File: config.mk
export PLATFORM = sky130hd
export DESIGN_NAME = imr_filter
export DESIGN_NICKNAME = d
export VERILOG_FILES = /design/src/rtl/imr_pkg.sv /design/src/rtl/imr_region_regs.sv /design/src/rtl/imr_region_check.sv /design/src/rtl/imr_filter.sv
export SDC_FILE = /design/constraint.sdc
export NUM_CORES = 2
export LEC_CHECK = 0
export BUFFER_PORTS_ARGS = -buffer_cell sky130_fd_sc_hd__buf_2
export CORE_MARGIN = 2
export CORE_UTILIZATION = 38
export DETAILED_ROUTE_END_ITERATION = 12
export PLACE_DENSITY = 0.56
export SETUP_SLACK_MARGIN = 0.4
export SYNTH_ARGS = -nofsm -noshare
export SYNTH_HDL_FRONTEND = slang
export SYNTH_SLANG_ARGS = --single-unit
File: constraint.sdc
create_clock -name clk -period 2.6 [get_ports clk]
set_clock_uncertainty 0.05 [all_clocks]
set_input_delay 0 -clock clk [delete_from_list [all_inputs] [get_ports clk]]
set_output_delay 0 -clock clk [all_outputs]
set_load 0.01 [all_outputs]
File: src/rtl/imr_pkg.sv
// Shared constants and types for the isolated memory region filter.
// Assumes 32-bit physical addresses and 32-bit agent masks.
package imr_pkg;

    localparam int MASK_W   = 32;
    localparam int BOUND_W  = 22;          // address bits 31:10
    localparam int BLK_LSB  = 10;          // 1 KiB granularity
    localparam int LOCK_BIT = 31;

    localparam logic [MASK_W-1:0] RMASK_RST = 32'hBFFF_FFFF;
    localparam logic [MASK_W-1:0] WMASK_RST = 32'hFFFF_FFFF;

    // Word offset of a register inside a region's group of four
    typedef enum logic [1:0] {
        WORD_LO = 2'd0,
        WORD_HI = 2'd1,
        WORD_RD = 2'd2,
        WORD_WR = 2'd3
    } imr_word_e;

    typedef struct packed {
        logic               lock;
        logic [BOUND_W-1:0] lo;
        logic [BOUND_W-1:0] hi;
        logic [MASK_W-1:0]  rmask;
        logic [MASK_W-1:0]  wmask;
    } imr_region_t;

endpackage

File: src/rtl/imr_region_regs.sv
// One protected region's configuration registers.
// Assumes wr_en is already qualified for this region. A set lock blocks
// every write to the region until reset.
module imr_region_regs
    import imr_pkg::*;
(
    input  logic        clk,
    input  logic        rst_n,
    input  logic        wr_en,
    input  imr_word_e   wr_word,
    input  logic [31:0] wr_data,
    output imr_region_t cfg
);

    imr_region_t cfg_q;

    // Register update with lock protection
    always_ff @(posedge clk) begin
        if (!rst_n) begin
            cfg_q.lock  <= 1'b0;
            cfg_q.lo    <= '0;
            cfg_q.hi    <= '0;
            cfg_q.rmask <= RMASK_RST;
            cfg_q.wmask <= WMASK_RST;
        end else if (wr_en && !cfg_q.lock) begin
            case (wr_word)
                WORD_LO: begin
                    cfg_q.lo   <= wr_data[BOUND_W+1:2];
                    cfg_q.lock <= wr_data[LOCK_BIT];
                end
                WORD_HI: cfg_q.hi    <= wr_data[BOUND_W+1:2];
                WORD_RD: cfg_q.rmask <= wr_data;
                WORD_WR: cfg_q.wmask <= wr_data;
                default: ;
            endcase
        end
    end

    assign cfg = cfg_q;

endmodule

File: src/rtl/imr_region_check.sv
// Address match and permission decode for one region.
// Assumes blk is the transaction address shifted right by 10.
module imr_region_check
    import imr_pkg::*;
(
    input  imr_region_t        cfg,
    input  logic [BOUND_W-1:0] blk,
    input  logic [MASK_W-1:0]  agent,
    input  logic               is_write,
    output logic               hit,
    output logic               deny
);

    logic [MASK_W-1:0] sel_mask;

    // Inclusive range compare and grant test
    always_comb begin
        hit      = (blk >= cfg.lo) && (blk <= cfg.hi);
        sel_mask = is_write ? cfg.wmask : cfg.rmask;
        deny     = hit && ((sel_mask & agent) == '0);
    end

endmodule

File: src/rtl/imr_filter.sv
// Isolated memory region access filter: a register window of
// NUM_REGIONS regions, parallel range match, and the pass/drop/replace
// decision for each transaction. Assumes one transaction per cycle and
// a one-hot agent identifier.
module imr_filter
    import imr_pkg::*;
#(
    parameter int                  NUM_REGIONS = 8,
    parameter int                  REG_ADDR_W  = 8,
    parameter logic [REG_ADDR_W-1:0] REG_BASE  = 8'h40,
    parameter int                  DATA_W      = 32
) (
    input  logic                  clk,
    input  logic                  rst_n,
    input  logic                  reg_wr_en,
    input  logic [REG_ADDR_W-1:0] reg_addr,
    input  logic [31:0]           reg_wdata,
    output logic [31:0]           reg_rdata,
    input  logic                  txn_valid,
    input  logic                  txn_write,
    input  logic [31:0]           txn_addr,
    input  logic [MASK_W-1:0]     txn_agent,
    input  logic [DATA_W-1:0]     mem_rdata,
    output logic                  mem_wr_en,
    output logic [DATA_W-1:0]     rsp_rdata,
    output logic                  txn_violation
);

    localparam int WIN_LEN = 4 * NUM_REGIONS;

    logic [REG_ADDR_W-1:0]  win_off;
    logic                   in_win;
    imr_word_e              win_word;
    imr_region_t            cfg    [NUM_REGIONS];
    logic [NUM_REGIONS-1:0] hit_vec;
    logic [NUM_REGIONS-1:0] deny_vec;
    logic [NUM_REGIONS-1:0] lock_vec;
    logic [BOUND_W-1:0]     txn_blk;
    logic                   refuse;
    logic                   violation_q;
    logic                   addr_low_unused;

    // Register window decode
    always_comb begin
        win_off  = reg_addr - REG_BASE;
        in_win   = (reg_addr >= REG_BASE) && (win_off < REG_ADDR_W'(WIN_LEN));
        win_word = imr_word_e'(win_off[1:0]);
    end

    assign txn_blk         = txn_addr[31:BLK_LSB];
    assign addr_low_unused = ^txn_addr[BLK_LSB-1:0];

    for (genvar g = 0; g < NUM_REGIONS; g++) begin : g_region
        logic sel_wr;
        assign sel_wr = reg_wr_en && in_win &&
                        ((win_off >> 2) == REG_ADDR_W'(g));

        imr_region_regs u_regs (
            .clk     (clk),
            .rst_n   (rst_n),
            .wr_en   (sel_wr),
            .wr_word (win_word),
            .wr_data (reg_wdata),
            .cfg     (cfg[g])
        );

        imr_region_check u_check (
            .cfg      (cfg[g]),
            .blk      (txn_blk),
            .agent    (txn_agent),
            .is_write (txn_write),
            .hit      (hit_vec[g]),
            .deny     (deny_vec[g])
        );

        assign lock_vec[g] = cfg[g].lock;
    end

    // Register readback mux, reserved bits read as zero
    always_comb begin
        reg_rdata = '0;
        for (int i = 0; i < NUM_REGIONS; i++) begin
            if (in_win && ((win_off >> 2) == REG_ADDR_W'(i))) begin
                case (win_word)
                    WORD_LO: reg_rdata = {cfg[i].lock, 7'b0, cfg[i].lo, 2'b0};
                    WORD_HI: reg_rdata = {8'b0, cfg[i].hi, 2'b0};
                    WORD_RD: reg_rdata = cfg[i].rmask;
                    WORD_WR: reg_rdata = cfg[i].wmask;
                    default: reg_rdata = '0;
                endcase
            end
        end
    end

    // Transaction decision: any denying region refuses
    always_comb begin
        refuse    = txn_valid && (|deny_vec);
        mem_wr_en = txn_valid && txn_write && !refuse;
        rsp_rdata = (refuse && !txn_write) ? {DATA_W{1'b1}} : mem_rdata;
    end

    // Violation pulse, one cycle after each refusal
    always_ff @(posedge clk) begin
        if (!rst_n) violation_q <= 1'b0;
        else        violation_q <= refuse;
    end

    assign txn_violation = violation_q;

endmodule

==> impl_metrics.toml <==
[floorplan]
die_height_um = 374
ioPinCount = 207
initial_core_util = 0.383
dieWidth_um = 374
die-area_mm2 = 0.140
core_area_mm2 = 0.135
rows = 135

[yosys]
synth_nets = 6871
muxShareOfSynthArea = 0.150
synth-seq-cells = 873
synth_edf_count = 0
synth.most_common_cell = "nand2_1"
postSynthAreaPerCell_um2 = 8.13
synth_top_family_by_area = "simple AND/OR/NAND/NOR gates"
synth_compound_area_frac = 0.129
synthXorXnorAreaFrac = 0
synthTopCellsByArea = "dfxtp_1 34%, nand2_1 13%, ha_1 8.5%, mux4_2 7.6%, nand3_1 6.1%"
synth_fa_ha_area_frac = 0.0849
synth_top_area_share = 0.337
async_flop_share = 0
ys_warn_count = 0
synth_ff_type = "dfxtp_1"
synth_top_area_cell = "dfxtp_1"
synthSimpleGateAreaFrac = 0.233
syn_area_mm2 = 0.0519
synthCells = 6378
ys_seq_area_frac = 0.337
synth_commonest_cells = "1,831 x nand2_1, 873 x dfxtp_1, 631 x nand3_1, 404 x clkbuf_1, 371 x a21boi_0"
synthDistinctLibCells = 71

[sta]
fin_ws_ns = -1.18
slew_violations = 0
fmax_mhz = 265
hold_viol_final = 0
final.min_clock_period_ns = 3.78
worst_pin_slew_ns = 1.12
fin_crit_sh = 1.45
rsz0062_at_grt = "true"
maxSlewHeadroom = 0.254
final-setup-viol-count = 56

[final_layout]
finalNetCount = 7688
area_growth_pct = 31.2
fillerInstances = 12800
layout-drive-gt1-share = 0.295

[grt]
grt_pass1_wl_um = 380000
track_usage = 0.381
antenna_found_initial = 14
globalRouteOverflowTotal = 0
grt_max_degree = 128
first_global_vias = 49600

[worst_setup_path]
crit_fanout = 8
cp_cell_sequence = "mux2_2, a22oi_1, nand4_1, nor4_4, buf_4, nor3b_2, o41ai_4, buf_6, clkbuf_16, nand3b_1, buf_2"
crit_type = "flip-flop to output port"
startpoint_type = "flip-flop"
crit_required_ns = 2.55
slowest_delay_ns = 0.51
cp_top_family = "simple AND/OR/NAND/NOR gates"
arrival_ns = 3.73
slowest_stage = "nor4_4"
end_kind = "output port"
path_buf_inv = 4

[power]
power_density_mw_per_mm2 = 496
power.leakage_nw = 27.7
power.ir.vdd_worst_v = 0.000546
finalPower_w = 0.0337

[clocking]
cts_tree = "built"
cts_sinks = 873
numCtsBuffers = 101
cts_root_buffer = "clkbuf_16"
clk-insertion-delay-late_ns = 0.76
htree_num_levels = 3
clockBufferDepth = 3
path_clk_slew_ns = 0.07

[drt]
post_drt_wl_per_cell_um = 30.4
drt_iter0_drc = 7826
via_count = 54300
wl_um = 276000
via_per_inst = 5.99
drtPass1Iterations = 8
route.detailed.drc = 0
drt.antenna.violating_nets = 0

[run_status]
outcome = "complete, but fails checks"
violations = "setup timing"

[min_path]
hp-class = "primary input to flip-flop"

[flow_run]
drv_cap = 0

[place]
gp_congestion = 1.05
place_hpwl_um = 208000
place_ws_ns = -0.959
portBuffers = 196
==> logic make-up after synthesis <==
kind of cell,count (synthesis)
AOI/OAI and AO/OA,971
adders and majority gates,352
buffers and inverters,860
DFF,873
muxes,523
and+or+nand+nor,2799
==> flip-flops by register name (all words and copies together), names as in the netlist <==
name                 count
txn_violation            1
g_region.u_regs.cfg    872
==> metal layers <==
metal	global-route usage	wire (um)	part of all wire
met1	0.514	110000	0.40
met2	0.531	109000	0.40
met3	0.117	36900	0.13
met4	0.227	19800	0.072
met5	0	105	0.00038
==> cell type report <==
type	instances	area, um^2	area share
Clock buffer	141	2870	0.0422
Timing Repair Buffer	1220	10800	0.159
Multi-Input combinational cell	4645	32500	0.477
Clock inverter	47	723	0.0106
Antenna cell	3	7.51	0.000110
Sequential cell	873	17600	0.259
Tap cell	1781	2230	0.0327
Inverter	354	1330	0.0196
==> worst paths after layout <==
kind | start | end | slack (ns) | depth (start not counted)
min | reg_addr[1] | g_region[5].u_regs.cfg[10] | 0.17 | 7
min reg2reg | g_region[0].u_regs.cfg[55] | g_region[0].u_regs.cfg[55] | 0.43 | 2
max | g_region[1].u_regs.cfg[45] | rsp_rdata[0] | -1.18 | 11
max reg2reg | g_region[7].u_regs.cfg[74] | txn_violation | -0.26 | 13
==> report_power, final <==
part | total, W | switching (W) | leakage (nW) | internal, W
clock | 0.0158 | 0.00653 | 1.76 | 0.00932
sequential | 0.0134 | 0.00000377 | 7.06 | 0.0134
combinational | 0.00451 | 0.00280 | 18.8 | 0.00171
total | 0.0337 | 0.00933 | 27.7 | 0.0244
==> cells in the final DEF (no fill, tap or decap), drive strengths merged, types with 143 or more instances in the layout <==
cell / netlist / final
ha: 352 / 352
nand3: 631 / 631
a21boi: 371 / 371
inv: 353 / 356
dfxtp: 873 / 873
clkbuf: 409 / 143
nand2: 1832 / 1832
mux4: 174 / 174
a21oi: 168 / 168
buf: 94 / 1182
mux2: 266 / 266
==> worst reg2reg max path: stages, from the launching register on <==
cell and delay (ns):
dfxtp_2 0.33, inv_2 0.04, ha_4 0.26, nand4_1 0.21, nor3_4 0.30, o31ai_4 0.11
a211oi_2 0.21, a2bb2oi_2 0.16, buf_6 0.16, buf_4 0.14, o22ai_4 0.07, nor4_4 0.48
buf_4 0.20, nor2_1 0.04
==> metrics by stage <==
stage                      util  cells  hold WS, ns  setup TNS [ns]  instance area [um^2]
final                     0.502   9064        0.167          -42.33                 68000
after global routing      0.502   9064        0.182          -45.80                 68000
after CTS                 0.497   9048        0.114          -39.89                 67300
after detailed placement  0.457   8821        0.194          -32.49                 61900
after global placement    0.457   8821        0.192          -32.28                 61900
after floorplan               -   6378       0.0600               0                 52000
==> repair_timing <==
action                                 CTS  global route
endpoints found under the hold margin  732             0
setup endpoints to repair               66            66
gates resized for setup                349           154
hold buffers                            36             0
cloned                                   0             3
pin swaps                               66            58
buffers inserted                         3            10
No activity file was read; power rests on OpenSTA's default activity.
